--- config.mk ---
export PLATFORM = sky130hd
export DESIGN_NAME = sram_seq_top
export DESIGN_NICKNAME = d
export VERILOG_FILES = /design/src/rtl/sram_seq_pkg.sv /design/src/rtl/sram_seq_fsm.sv /design/src/rtl/sram_seq_addr.sv /design/src/rtl/sram_seq_decode.sv /design/src/rtl/sram_seq_top.sv
export SDC_FILE = /design/constraint.sdc
export NUM_CORES = 1
export LEC_CHECK = 0
export BUFFER_PORTS_ARGS = -buffer_cell sky130_fd_sc_hd__buf_2
export CAP_MARGIN = 5
export CORE_MARGIN = 4
export CORE_UTILIZATION = 40
export CTS_BUF_LIST = sky130_fd_sc_hd__clkbuf_4
export DETAILED_ROUTE_END_ITERATION = 16
export SKIP_CTS_REPAIR_TIMING = 1
export SYNTH_ARGS = -nofsm -noshare
export SYNTH_HDL_FRONTEND = slang
export SYNTH_HIERARCHICAL = 1
export SYNTH_SLANG_ARGS = --single-unit
--- constraint.sdc ---
create_clock -name clk -period 2.3 [get_ports clk]
set_input_delay 0.115 -clock clk [delete_from_list [all_inputs] [get_ports clk]]
set_output_delay 0.115 -clock clk [all_outputs]
set_load 0.05 [all_outputs]
--- src/rtl/sram_seq_pkg.sv ---
package sram_seq_pkg;

  typedef enum logic [2:0] {
    PH_IDLE  = 3'd0,
    PH_PRE   = 3'd1,
    PH_LATCH = 3'd2,
    PH_WORD  = 3'd3,
    PH_SENSE = 3'd4,
    PH_RECOV = 3'd5
  } phase_t;

  function automatic int unsigned max2(input int unsigned a, input int unsigned b);
    return (a > b) ? a : b;
  endfunction

  // Number of cycles spent in a phase for the given access kind.
  function automatic int unsigned phase_len(
    input phase_t      ph,
    input logic        wr,
    input int unsigned pre_c,
    input int unsigned word_c,
    input int unsigned sense_c,
    input int unsigned rrec_c,
    input int unsigned wrec_c
  );
    case (ph)
      PH_PRE:   return pre_c;
      PH_LATCH: return 1;
      PH_WORD:  return word_c;
      PH_SENSE: return sense_c;
      PH_RECOV: return wr ? wrec_c : rrec_c;
      default:  return 1;
    endcase
  endfunction

  // Phase that follows a completed phase.
  function automatic phase_t phase_after(input phase_t ph, input logic wr);
    case (ph)
      PH_PRE:   return PH_LATCH;
      PH_LATCH: return PH_WORD;
      PH_WORD:  return wr ? PH_RECOV : PH_SENSE;
      PH_SENSE: return PH_RECOV;
      default:  return PH_IDLE;
    endcase
  endfunction

  // Total busy cycles of one access.
  function automatic int unsigned access_len(
    input logic        wr,
    input int unsigned pre_c,
    input int unsigned word_c,
    input int unsigned sense_c,
    input int unsigned rrec_c,
    input int unsigned wrec_c
  );
    return pre_c + 1 + word_c + (wr ? wrec_c : (sense_c + rrec_c));
  endfunction

endpackage

--- src/rtl/sram_seq_fsm.sv ---
module sram_seq_fsm
  import sram_seq_pkg::*;
#(
  parameter int unsigned PRE_CYC   = 1,
  parameter int unsigned WORD_CYC  = 2,
  parameter int unsigned SENSE_CYC = 1,
  parameter int unsigned RREC_CYC  = 1,
  parameter int unsigned WREC_CYC  = 2,
  parameter int unsigned CNT_W     = 2
) (
  input  logic   clk,
  input  logic   rst_n,
  input  logic   req_valid,
  input  logic   req_write,
  output phase_t phase_o,
  output logic   wr_o,
  output logic   accept_o,
  output logic   last_o
);

  phase_t           phase_q, phase_d;
  logic             wr_q, wr_d;
  logic [CNT_W-1:0] cnt_q, cnt_d;
  logic             at_end;

  assign at_end   = (cnt_q == '0);
  assign accept_o = (phase_q == PH_IDLE) && req_valid;

  always_comb begin
    phase_d = phase_q;
    wr_d    = wr_q;
    cnt_d   = cnt_q;
    if (phase_q == PH_IDLE) begin
      if (req_valid) begin
        phase_d = PH_PRE;
        wr_d    = req_write;
        cnt_d   = CNT_W'(phase_len(PH_PRE, req_write, PRE_CYC, WORD_CYC,
                                   SENSE_CYC, RREC_CYC, WREC_CYC) - 1);
      end
    end else if (at_end) begin
      phase_d = phase_after(phase_q, wr_q);
      cnt_d   = CNT_W'(phase_len(phase_d, wr_q, PRE_CYC, WORD_CYC,
                                 SENSE_CYC, RREC_CYC, WREC_CYC) - 1);
    end else begin
      cnt_d = cnt_q - 1'b1;
    end
  end

  always_ff @(posedge clk) begin
    if (!rst_n) begin
      phase_q <= PH_IDLE;
      wr_q    <= 1'b0;
      cnt_q   <= '0;
    end else begin
      phase_q <= phase_d;
      wr_q    <= wr_d;
      cnt_q   <= cnt_d;
    end
  end

  assign phase_o = phase_q;
  assign wr_o    = wr_q;
  assign last_o  = at_end;

endmodule

--- src/rtl/sram_seq_addr.sv ---
module sram_seq_addr #(
  parameter int unsigned ADDR_W = 6
) (
  input  logic              clk,
  input  logic              rst_n,
  input  logic              accept,
  input  logic [ADDR_W-1:0] req_addr,
  input  logic              latch_en,
  output logic [ADDR_W-1:0] row_addr_o
);

  logic [ADDR_W-1:0] pend_q;
  logic [ADDR_W-1:0] row_q;

  // Request address is captured only when an access is accepted.
  always_ff @(posedge clk) begin
    if (!rst_n)      pend_q <= '0;
    else if (accept) pend_q <= req_addr;
  end

  // The array-facing address moves only in the latch phase.
  always_ff @(posedge clk) begin
    if (!rst_n)        row_q <= '0;
    else if (latch_en) row_q <= pend_q;
  end

  assign row_addr_o = row_q;

endmodule

--- src/rtl/sram_seq_decode.sv ---
module sram_seq_decode
  import sram_seq_pkg::*;
(
  input  phase_t phase,
  input  logic   wr,
  input  logic   last,
  output logic   pre_o,
  output logic   ale_o,
  output logic   word_o,
  output logic   sense_o,
  output logic   wdrv_o,
  output logic   rdv_o,
  output logic   busy_o,
  output logic   recov_o
);

  always_comb begin
    pre_o   = (phase == PH_PRE);
    ale_o   = (phase == PH_LATCH);
    word_o  = (phase == PH_WORD);
    sense_o = (phase == PH_SENSE);
    wdrv_o  = (phase == PH_WORD) && wr;
    rdv_o   = (phase == PH_SENSE) && last;
    busy_o  = (phase != PH_IDLE);
    recov_o = (phase == PH_RECOV);
  end

endmodule

--- src/rtl/sram_seq_top.sv ---
module sram_seq_top
  import sram_seq_pkg::*;
#(
  parameter int unsigned ADDR_W    = 6,
  parameter int unsigned PRE_CYC   = 1,
  parameter int unsigned WORD_CYC  = 2,
  parameter int unsigned SENSE_CYC = 1,
  parameter int unsigned RREC_CYC  = 1,
  parameter int unsigned WREC_CYC  = 2
) (
  input  logic              clk,
  input  logic              rst_n,
  input  logic              req_valid,
  input  logic              req_write,
  input  logic [ADDR_W-1:0] req_addr,
  output logic              precharge_o,
  output logic              addr_le_o,
  output logic              word_en_o,
  output logic              sense_en_o,
  output logic              wr_drv_o,
  output logic              rd_valid_o,
  output logic              busy_o,
  output logic [ADDR_W-1:0] row_addr_o
);

  localparam int unsigned MAX_LEN = max2(max2(max2(PRE_CYC, WORD_CYC),
                                              max2(SENSE_CYC, RREC_CYC)), WREC_CYC);
  localparam int unsigned CNT_W   = (MAX_LEN < 2) ? 1 : $clog2(MAX_LEN);

  phase_t phase_w;
  logic   wr_w, accept_w, last_w, recov_w;

  sram_seq_fsm #(
    .PRE_CYC  (PRE_CYC),
    .WORD_CYC (WORD_CYC),
    .SENSE_CYC(SENSE_CYC),
    .RREC_CYC (RREC_CYC),
    .WREC_CYC (WREC_CYC),
    .CNT_W    (CNT_W)
  ) u_fsm (
    .clk      (clk),
    .rst_n    (rst_n),
    .req_valid(req_valid),
    .req_write(req_write),
    .phase_o  (phase_w),
    .wr_o     (wr_w),
    .accept_o (accept_w),
    .last_o   (last_w)
  );

  sram_seq_decode u_dec (
    .phase  (phase_w),
    .wr     (wr_w),
    .last   (last_w),
    .pre_o  (precharge_o),
    .ale_o  (addr_le_o),
    .word_o (word_en_o),
    .sense_o(sense_en_o),
    .wdrv_o (wr_drv_o),
    .rdv_o  (rd_valid_o),
    .busy_o (busy_o),
    .recov_o(recov_w)
  );

  sram_seq_addr #(.ADDR_W(ADDR_W)) u_addr (
    .clk       (clk),
    .rst_n     (rst_n),
    .accept    (accept_w),
    .req_addr  (req_addr),
    .latch_en  (addr_le_o),
    .row_addr_o(row_addr_o)
  );


  pre_word_excl_chk: assert property (@(posedge clk) disable iff (!rst_n)
    !(precharge_o && word_en_o));


  pre_gap_chk: assert property (@(posedge clk) disable iff (!rst_n)
    $rose(word_en_o) |-> !$past(precharge_o));


  addr_hold_chk: assert property (@(posedge clk) disable iff (!rst_n)
    (word_en_o || sense_en_o || recov_w) |=> $stable(row_addr_o));


  recov_quiet_chk: assert property (@(posedge clk) disable iff (!rst_n)
    $fell(word_en_o) |-> !precharge_o && !wr_drv_o);


  post_word_low_chk: assert property (@(posedge clk) disable iff (!rst_n)
    $fell(word_en_o) |=> !word_en_o);


  wdrv_with_word_chk: assert property (@(posedge clk) disable iff (!rst_n)
    wr_drv_o |-> word_en_o && !sense_en_o);


  rdv_pulse_chk: assert property (@(posedge clk) disable iff (!rst_n)
    rd_valid_o |=> !rd_valid_o);


  pre_busy_chk: assert property (@(posedge clk) disable iff (!rst_n)
    precharge_o |-> busy_o);

endmodule

# After elaboration in Yosys (flattened, before gate mapping)
# Index checks and enable logic that the tools add are counted.
[classes]
add_sub_neg = 3
n_eq_ne = 8
mux = 16
n_bitwise = 1
reduce_logical = 7
[op_table]
columns = ["cell", "count"]
rows = [
  ["$mux 3", 5],
  ["$pmux 3 s4", 1],
  ["$eq 3x2->1 const B", 3],
  ["$mux 1", 9],
  ["$eq 3x3->1 const B", 2],
  ["$ne 2x2->1 const B", 2],
  ["$reduce_and 2->1", 2],
  ["$eq 3x1->1 const B", 1],
  ["$logic_and 1x1->1", 3],
  ["$logic_not 3->1", 1],
  ["$reduce_bool 3->1", 1],
  ["$sub 1x1->1 const B", 3],
  ["$pmux 1 s2", 1],
  ["$not 1->1", 1],
]
[totals]
regBits = 17
in_bits = 10
out_inout_bits = 13
wordCells = 40

# Logic depth before layout (Yosys ltp)
# Gate-level depths: netlist of run 1.
[depth]
depth_word = 11
depth_mapped = 4
depth_no_buf = 3

# Cells and area by module
# Netlist of run 1, hierarchy kept.
[modules_own_cells]
columns = ["module", "n_inst", "cells_each", "area_per_inst_um2", "seq_area_each_um2"]
rows = [
  ["sram_seq_addr", 1, 39, 462.9, 240.2],
  ["sram_seq_fsm", 1, 29, 262.8, 100.1],
  ["sram_seq_decode", 1, 8, 70.1, 0.0],
]

# Worst setup path before layout of run 1
# OpenSTA, ideal clock, no wires.
[synth_path]
path_kind = "register to register"
from = "reg u_fsm.phase_q[1], in the netlist u_fsm/phase_o[1]"
to = "reg u_addr.row_q[0], in the netlist u_addr/row_addr_o[0]"
setup_time_ns = 0.117
t_arrival_ns = 2.301
t_required_ns = 2.183
setup_slack_ns = -0.119
stages_incl_launch_ff = 5
path_buffers = 1
period_less_slack_ns = 2.419
cell_sequence = "dfxtp_1 > nor3b_1 > buf_6 > mux2i_1 > nor2b_1"
[synth_between]
elab_chain_cells = 1
[synth_rtl]
columns = ["element", "line", "source"]
rows = [
  ["from (decl)", "sram_seq_fsm.sv:21", "phase_t phase_q, phase_d;"],
  ["from (signal assigned)", "sram_seq_fsm.sv:55", "phase_q <= phase_d;"],
  ["$eq 3x2->1", "sram_seq_decode.sv:19", "ale_o = (phase == PH_LATCH);"],
  ["via addr_le_o", "sram_seq_top.sv:17", "output logic addr_le_o,"],
  ["to (signal assigned)", "sram_seq_addr.sv:24", "else if (latch_en) row_q <= pend_q;"],
  ["to (decl)", "sram_seq_addr.sv:13", "logic [ADDR_W-1:0] row_q;"],
]
# The timed path passes the listed nets, and every way through them passes these cells.
# A chain may end at the register's enable or synchronous reset.

# Worst setup path in the final report of run 1
[layout_path]
from = "reg u_fsm.phase_q[1], in the netlist u_fsm/phase_o[1]"
to = "out addr_le_o"
[layout_between]
elab_chain_cells = 1
[layout_rtl]
columns = ["element", "line"]
rows = [
  ["$eq 3x2->1", "sram_seq_decode.sv:19"],
  ["to (decl)", "sram_seq_top.sv:17"],
]
# No other way between the ends.

==> flow_metrics.tcl, run 1 <==
set metrics [dict create \
    die_y_um 52.3 \
    syn_area_per_cell_um2 10.5 \
    grt_max_degree 19 \
    status "finished, final reports clean" \
    finalHoldViolations 0 \
    crit_arrival_ns 1.88 \
    path_cells "nor3b_2 > buf_2" \
    final_core_util_pct 51.7 \
    critPathMaxStageDelay_ns 0.64 \
    postRouteAntennaNets 0 \
    tightest_slew_ns 0.691 \
    synthesis.nets 85 \
    io_pins 23 \
    grt-ovfl-total 0 \
    die_area_um2 2740 \
    antenna_found_initial 0 \
    antenna_cells 0 \
    grt_pass1_wl_um 2300 \
    route.met3.wl_um 86 \
    viasPerCell 4.73 \
    syn_to_final_growth_pct 18.6 \
    io_buffers 22 \
    met2_length_um 634 \
    cap_viol_max_count 0 \
    drc 0 \
    die_w_um 52.3 \
    hold_class "in -> reg" \
    numCtsBuffers 3 \
    top_layer "met4" \
    crit_path_end_kind "output pin" \
    initial_core_util_pct 43.6 \
    p_total_w 0.000796 \
    synthCells 75 \
    cts.sinks 17 \
    root_buffer "clkbuf_4" \
    design_area_um2 932 \
    post_route_cells_drive_above_1_share_pct 32.7 \
    cellPowerDensity_nw_per_um2 854 \
    clock_tree.buffer_depth 2 \
    htree_levels 1 \
    critPathMaxFanout 13 \
    drtIter0Drc 5 \
    path_buf_inv 1 \
    cts_tree "built" \
    clk_pin_slew_ns 0.10 \
    finClkSkew_ns 0.00740 \
    relSlewSlack_pct 53.7 \
    grt_usage_pct 11.7 \
    core_region_area_um2 1800 \
    wl_per_cell_um 11.5 \
    fin_crit_sh_pct 86.8 \
    place_area_um2 905 \
    syn_area_um2 786 \
    fp-row-count 15 \
    crit_family "simple AND/OR/NAND/NOR gates" \
    ir_drop_uv 446 \
    clock.fmax_mhz 501 \
    wirelength_um 1410 \
    rsz0062_at_grt "false" \
    drtPass1Iterations 4 \
    drv_slew 0 \
    tns_ns 0 \
    setup_viol 0 \
    fin_nets 109 \
    wirelength_met1_um 678 \
    min_period_ns 2.00 \
    cp_data_required_time_ns 2.18 \
    post-dp-hpwl_um 1010 \
    power.leakage_nw 0.411 \
    dr_total_vias 582 \
    crit_slowest_cell "nor3b_2" \
    yosys_warnings 6 \
    crit_type "reg -> out" \
    cp-start-kind "register" \
    first_global_vias 511 \
    worstSkewPairLatency_ns 0.29 \
    place_congestion 0.805 \
]
## final timing paths
check / from / endpoint / slack (ns) / cells past startpoint
worst min register to register: u_fsm/wr_o / u_fsm/wr_o / 0.51 / 2
worst max-delay path: u_fsm/phase_o[1] / addr_le_o / 0.30 / 2
worst max register to register: u_fsm/phase_o[1] / u_addr/row_addr_o[0] / 0.68 / 3
worst min-delay path: req_write / u_fsm/wr_o / 0.04 / 3
## per-stage QoR
stage | hold slack, ns | worst slack [ns] | cells
after CTS | 0.0312 | 0.261 | 123
after global routing | 0.0211 | 0.163 | 123
after floorplan | 0.243 | 0.127 | 75
after global placement | 0.335 | 0.591 | 119
after detailed placement | 0.344 | 0.587 | 119
final | 0.0409 | 0.305 | 123
## where the power goes
group / total [W] / leakage [nW] / internal (W) / switching, W
Sequential: 0.000374 / 0.139 / 0.000326 / 0.0000482
Clock: 0.000155 / 0.0177 / 0.0000647 / 0.0000904
Combinational: 0.000266 / 0.255 / 0.000102 / 0.000164
## sequential cells by signal (all words and copies together), names as in the netlist
name	cells
u_addr/pend_q	6
u_fsm/cnt_q	1
u_fsm/wr_o	1
u_fsm/phase_o	3
u_addr/row_addr_o	6
## metal layers
metal,vias to the layer above,global-route usage [%]
met5,-,0
met4,0,3.83
met3,2,5.98
met2,13,17.6
met1,255,14.5
li1,312,-
## worst min-delay path, delay by kind of cell
kind	cells	cell delay [ns]
AOI/OAI and AO/OA	1	0.06
buffers and inverters	1	0.07
and+or+nand+nor	1	0.05
## layout make-up
type / count / area [µm²]
Fill cell: 179 / 870
Multi-Input combinational cell: 52 / 412
Sequential cell: 17 / 340
Timing Repair Buffer: 22 / 110
Tap cell: 25 / 31.3
Clock buffer: 3 / 22.5
Inverter: 3 / 11.3
Clock inverter: 1 / 5.00
## layout by cell type, fill, tap and decap left out, drive strengths merged, types with 3 or more instances in the layout
cell	count
buf	22
dfxtp	17
nor2b	13
mux2i	12
nor3b	4
clkbuf	3
inv	3
nand2	3
o21ai	3
No activity file was read; power rests on OpenSTA's default activity.
==> run 2, diff against run 1 <==
--- a/config.mk
+++ b/config.mk
@@ -11,6 +11,7 @@
 export CORE_UTILIZATION = 40
 export CTS_BUF_LIST = sky130_fd_sc_hd__clkbuf_4
 export DETAILED_ROUTE_END_ITERATION = 16
+export PLACE_DENSITY = 0.6
 export SKIP_CTS_REPAIR_TIMING = 1
 export SYNTH_ARGS = -nofsm -noshare
 export SYNTH_HDL_FRONTEND = slang
==> constraint.sdc (replaced) <==
create_clock -name clk -period 2.3 [get_ports clk]
set_input_delay 0.46 -clock clk [delete_from_list [all_inputs] [get_ports clk]]
set_output_delay 0.46 -clock clk [all_outputs]
set_load 0.05 [all_outputs]
==> flow_metrics.tcl, run 2 (synthesis gave the netlist of run 1 again) <==
set metrics [dict create \
    antenna_found_initial 0 \
    fin_nets 110 \
    status "finished, final reports clean" \
    syn_to_final_growth_pct 20.4 \
    wl_per_cell_um 11.5 \
    hold_class "in -> reg" \
    dr_total_vias 593 \
    viasPerCell 4.78 \
    clk_pin_slew_ns 0.10 \
    grt_usage_pct 11.8 \
    grt_pass1_wl_um 2380 \
    tightest_slew_ns 0.653 \
    hold_start "req_write" \
    cp-start-kind "register" \
    post-dp-hpwl_um 1010 \
    cap_viol_max_count 0 \
    grt_max_degree 19 \
    clock.fmax_mhz 516 \
    reg2reg_depth 3 \
    rsz0062_at_grt "false" \
    initial_core_util_pct 43.6 \
    numCtsBuffers 3 \
    drv_slew 0 \
    die_w_um 52.3 \
    first_global_vias 546 \
    cts.sinks 17 \
    ir_drop_uv 547 \
    post_route_cells_drive_above_1_share_pct 34.3 \
    grt-ovfl-total 0 \
    crit_path_end_kind "output pin" \
    fp-row-count 15 \
    cp_data_required_time_ns 1.84 \
    htree_levels 1 \
    setup_viol 0 \
    relSlewSlack_pct 56.3 \
    clock_tree.buffer_depth 2 \
    postRouteAntennaNets 0 \
    worstSkewPairLatency_ns 0.29 \
    cts_tree "built" \
    die_y_um 52.3 \
    antenna_cells 0 \
    tns_ns 0 \
    wirelength_um 1420 \
    r2r_start "u_fsm/phase_o[1]" \
    worstSetupStartpoint "u_fsm/phase_o[0]" \
    drtPass1Iterations 4 \
    r2r-end "u_addr/pend_q[3]" \
    hold_end "u_fsm/wr_o" \
    drtIter0Drc 11 \
    cellPowerDensity_nw_per_um2 851 \
    power.leakage_nw 0.417 \
    drc 0 \
    holdPathStages 3 \
    place_congestion 0.790 \
    die_area_um2 2740 \
    final_common_cell "buf_2" \
    crit_arrival_ns 1.48 \
    core_region_area_um2 1800 \
    p_total_w 0.000805 \
    critPathMaxFanout 14 \
    root_buffer "clkbuf_4" \
    finClkSkew_ns 0.0110 \
    io_pins 23 \
    fin_crit_sh_pct 84.2 \
    io_buffers 22 \
    r2r_setup_slack_ns 0.75 \
    mostFrequentLayoutCells "22 x buf_2, 17 x dfxtp_1, 12 x mux2i_1, 12 x nor2b_1" \
    min_period_ns 1.94 \
    finalHoldViolations 0 \
    crit_type "reg -> out" \
]
run 2: changes by cell type in the layout (fill, tap and decap cells not counted):
cell	previous run	this run
nor4bb_2	0	1
buf_4	0	1
nor4bb_1	1	0
run 2: power breakdown:
part	internal (W)	leakage, nW	total (W)	switching, W
combinational	0.000107	0.261	0.000272	0.000165
clock	0.0000645	0.0177	0.000155	0.0000909
sequential	0.000326	0.139	0.000377	0.0000510
run 2: worst max path at each step:
stage | end | slack (ns)
3_3_place_gp | wr_drv_o | 0.68
6_report | wr_drv_o | 0.36
3_5_place_dp | wr_drv_o | 0.68
2_1_floorplan | precharge_o | 0.09
4_1_cts | wr_drv_o | 0.35
5_1_grt | rd_valid_o | 0.24
run 2: area by class of cell:
| type | count | area, µm² |
|---|---|---|
| fillers | 174 | 856 |
| clock buffers | 3 | 22.5 |
| multi-input cells | 52 | 418 |
| well taps | 25 | 31.3 |
| repair buffers | 23 | 118 |
| clock inverters | 1 | 5.00 |
| inverters | 3 | 11.3 |
| flip-flops and latches | 17 | 340 |
run 2: stage by stage:
step           setup slack (ns)  util [%]  std cells  cell area (µm²)  hold slack (ns)
3_5_place_dp              0.684      51.0        120              918            0.503
3_3_place_gp              0.682      51.0        120              918            0.490
4_1_cts                   0.351      52.5        124              946            0.392
6_report                  0.363      52.5        124              946            0.399
2_1_floorplan            0.0893         -         75              797            0.463
5_1_grt                   0.241      52.5        124              946            0.424
run 2: layer usage:
metal  global-route usage [%]  part of all wire, %  wire length (µm)
met5                        0                    0                 0
met4                     2.55                 0.42                 6
met3                     5.13                  6.5                93
met2                     16.1                   40               568
met1                     16.8                   53               751
run 2: worst max-delay path, stage by stage, from the launching register on:
cell	delay, ns
dfxtp_1	0.63
and4b_2	0.30
buf_2	0.26
==> run 3, diff against run 2 <==
--- a/config.mk
+++ b/config.mk
@@ -11,7 +11,7 @@
 export CORE_UTILIZATION = 40
 export CTS_BUF_LIST = sky130_fd_sc_hd__clkbuf_4
 export DETAILED_ROUTE_END_ITERATION = 16
-export PLACE_DENSITY = 0.6
+export PLACE_DENSITY = 0.63
 export SKIP_CTS_REPAIR_TIMING = 1
 export SYNTH_ARGS = -nofsm -noshare
 export SYNTH_HDL_FRONTEND = slang
==> constraint.sdc (replaced) <==
create_clock -name clk -period 1.6 [get_ports clk]
set_input_delay 0.32 -clock clk [delete_from_list [all_inputs] [get_ports clk]]
set_output_delay 0.32 -clock clk [all_outputs]
set_load 0.05 [all_outputs]
==> flow_metrics.tcl, run 3 (synthesis gave the netlist of run 1 again) <==
set metrics [dict create \
    setup_viol 0 \
    cellPowerDensity_nw_per_um2 1220 \
    timing.final.ws_setup_ns 0.0344 \
    min_period_ns 1.57 \
    status "finished, final reports clean" \
    post-dp-hpwl_um 1100 \
    tightest_slew_ns 0.246 \
    grt_usage_pct 12.6 \
    clock.fmax_mhz 639 \
    crit_type "reg -> out" \
    drc 0 \
    initial_core_util_pct 43.6 \
    cts_tree "built" \
    crit_arrival_ns 1.25 \
    critPathMaxFanout 10 \
    fin_crit_sh_pct 97.9 \
    hold_end "u_fsm/wr_o" \
    fp-row-count 15 \
    post_route_cells_drive_above_1_share_pct 40.2 \
    final_core_util_pct 54.7 \
    io_buffers 22 \
    grt-ovfl-total 0 \
    holdPathStages 3 \
    die_w_um 52.3 \
    core_region_area_um2 1800 \
    antenna_cells 0 \
    place_congestion 0.820 \
    postRouteAntennaNets 0 \
    fillers 180 \
    grt_max_degree 19 \
    antenna_found_initial 0 \
    cp_data_required_time_ns 1.28 \
    relSlewSlack_pct 83.5 \
    root_buffer "clkbuf_4" \
    htree_levels 1 \
    die_area_um2 2740 \
    clock_tree.buffer_depth 2 \
    fin_nets 113 \
    drtIter0Drc 9 \
    cp-start-kind "register" \
    wl_per_cell_um 12.5 \
    die_y_um 52.3 \
    numCtsBuffers 3 \
    grt_pass1_wl_um 2590 \
    hold_ws_ns 0.258 \
    r2r_setup_slack_ns 0.25 \
    r2r_start "u_fsm/phase_o[0]" \
    r2r-end "u_addr/pend_q[1]" \
    viasPerCell 4.98 \
    dr_total_vias 632 \
    worstSkewPairLatency_ns 0.28 \
    hold_class "in -> reg" \
    cts.sinks 17 \
    multi_input_area_um2 418 \
    power.leakage_nw 0.435 \
    final_common_cell "buf_2" \
    finClkSkew_ns 0.00139 \
    post-place-ws_ns 0.164 \
    io_pins 23 \
    drv_slew 0 \
    drtPass1Iterations 4 \
    clk_pin_slew_ns 0.10 \
    syn_to_final_growth_pct 25.5 \
    wirelength_um 1580 \
    cap_viol_max_count 0 \
    finalHoldViolations 0 \
    hold_start "req_write" \
    ir_drop_uv 562 \
    first_global_vias 596 \
    mostFrequentLayoutCells "19 x buf_2, 13 x dfxtp_1, 12 x mux2i_1, 12 x nor2b_1, 6 x buf_4" \
    reg2reg_depth 5 \
    seq_area_um2 350 \
    crit_path_end_kind "output pin" \
]
[run 3: cell types whose count changed in the layout (fill, tap and decap cells not counted)]
cell and delta:
buf_2 -3, dfxtp_4 +2, clkbuf_4 +1, dfxtp_1 -4, dfxtp_2 +2, buf_4 +5
[run 3: per-stage QoR]
step | TNS [ns] | std cells | cell area, µm² | power (W)
after floorplan | -2.82 | 75 | 797 | 0.000875
after global placement | 0 | 123 | 941 | 0.000959
after detailed placement | 0 | 123 | 941 | 0.000965
after CTS | -0.660 | 127 | 968 | 0.00120
after global routing | -0.0202 | 127 | 986 | 0.00127
final | 0 | 127 | 986 | 0.00120
[run 3: per-layer routing]
metal / wire length [µm] / GRT usage [%] / part of all wire [%] / vias to the layer above
met5: 0 / 0 / 0 / -
met4: 12 / 3.83 / 0.76 / 0
met3: 116 / 3.70 / 7.3 / 2
met2: 720 / 19.8 / 45 / 23
met1: 735 / 16.3 / 46 / 287
li1: - / - / - / 320
[run 3: where the power goes]
part / internal (W) / switching [W] / leakage [nW] / total (W)
clock: 0.0000928 / 0.000132 / 0.0177 / 0.000225
sequential: 0.000474 / 0.0000611 / 0.141 / 0.000536
combinational: 0.000179 / 0.000259 / 0.276 / 0.000438
total: 0.000746 / 0.000453 / 0.435 / 0.00120
[run 3: how the worst max path moves through the flow]
stage	from	end	slack [ns]
2_1_floorplan	u_fsm/phase_o[0]	precharge_o	-0.47
3_3_place_gp	u_fsm/phase_o[1]	addr_le_o	0.20
3_5_place_dp	u_fsm/phase_o[1]	addr_le_o	0.16
4_1_cts	u_fsm/phase_o[1]	addr_le_o	-0.17
5_1_grt	u_fsm/phase_o[2]	sense_en_o	-0.01
6_report	u_fsm/phase_o[2]	busy_o	0.03
[run 3: critical path, cell delays in order (launching register included)]
cell and delay, ns:
dfxtp_4 0.39, or3_1 0.37, buf_4 0.20
[run 3: layout make-up]
cell class,instances,area share (%)
clock buffers,3,2.28
clock inverters,1,0.508
inverters,3,1.14
multi-input cells,52,42.4
flip-flops and latches,17,35.5
well taps,25,3.17
repair buffers,26,15.0
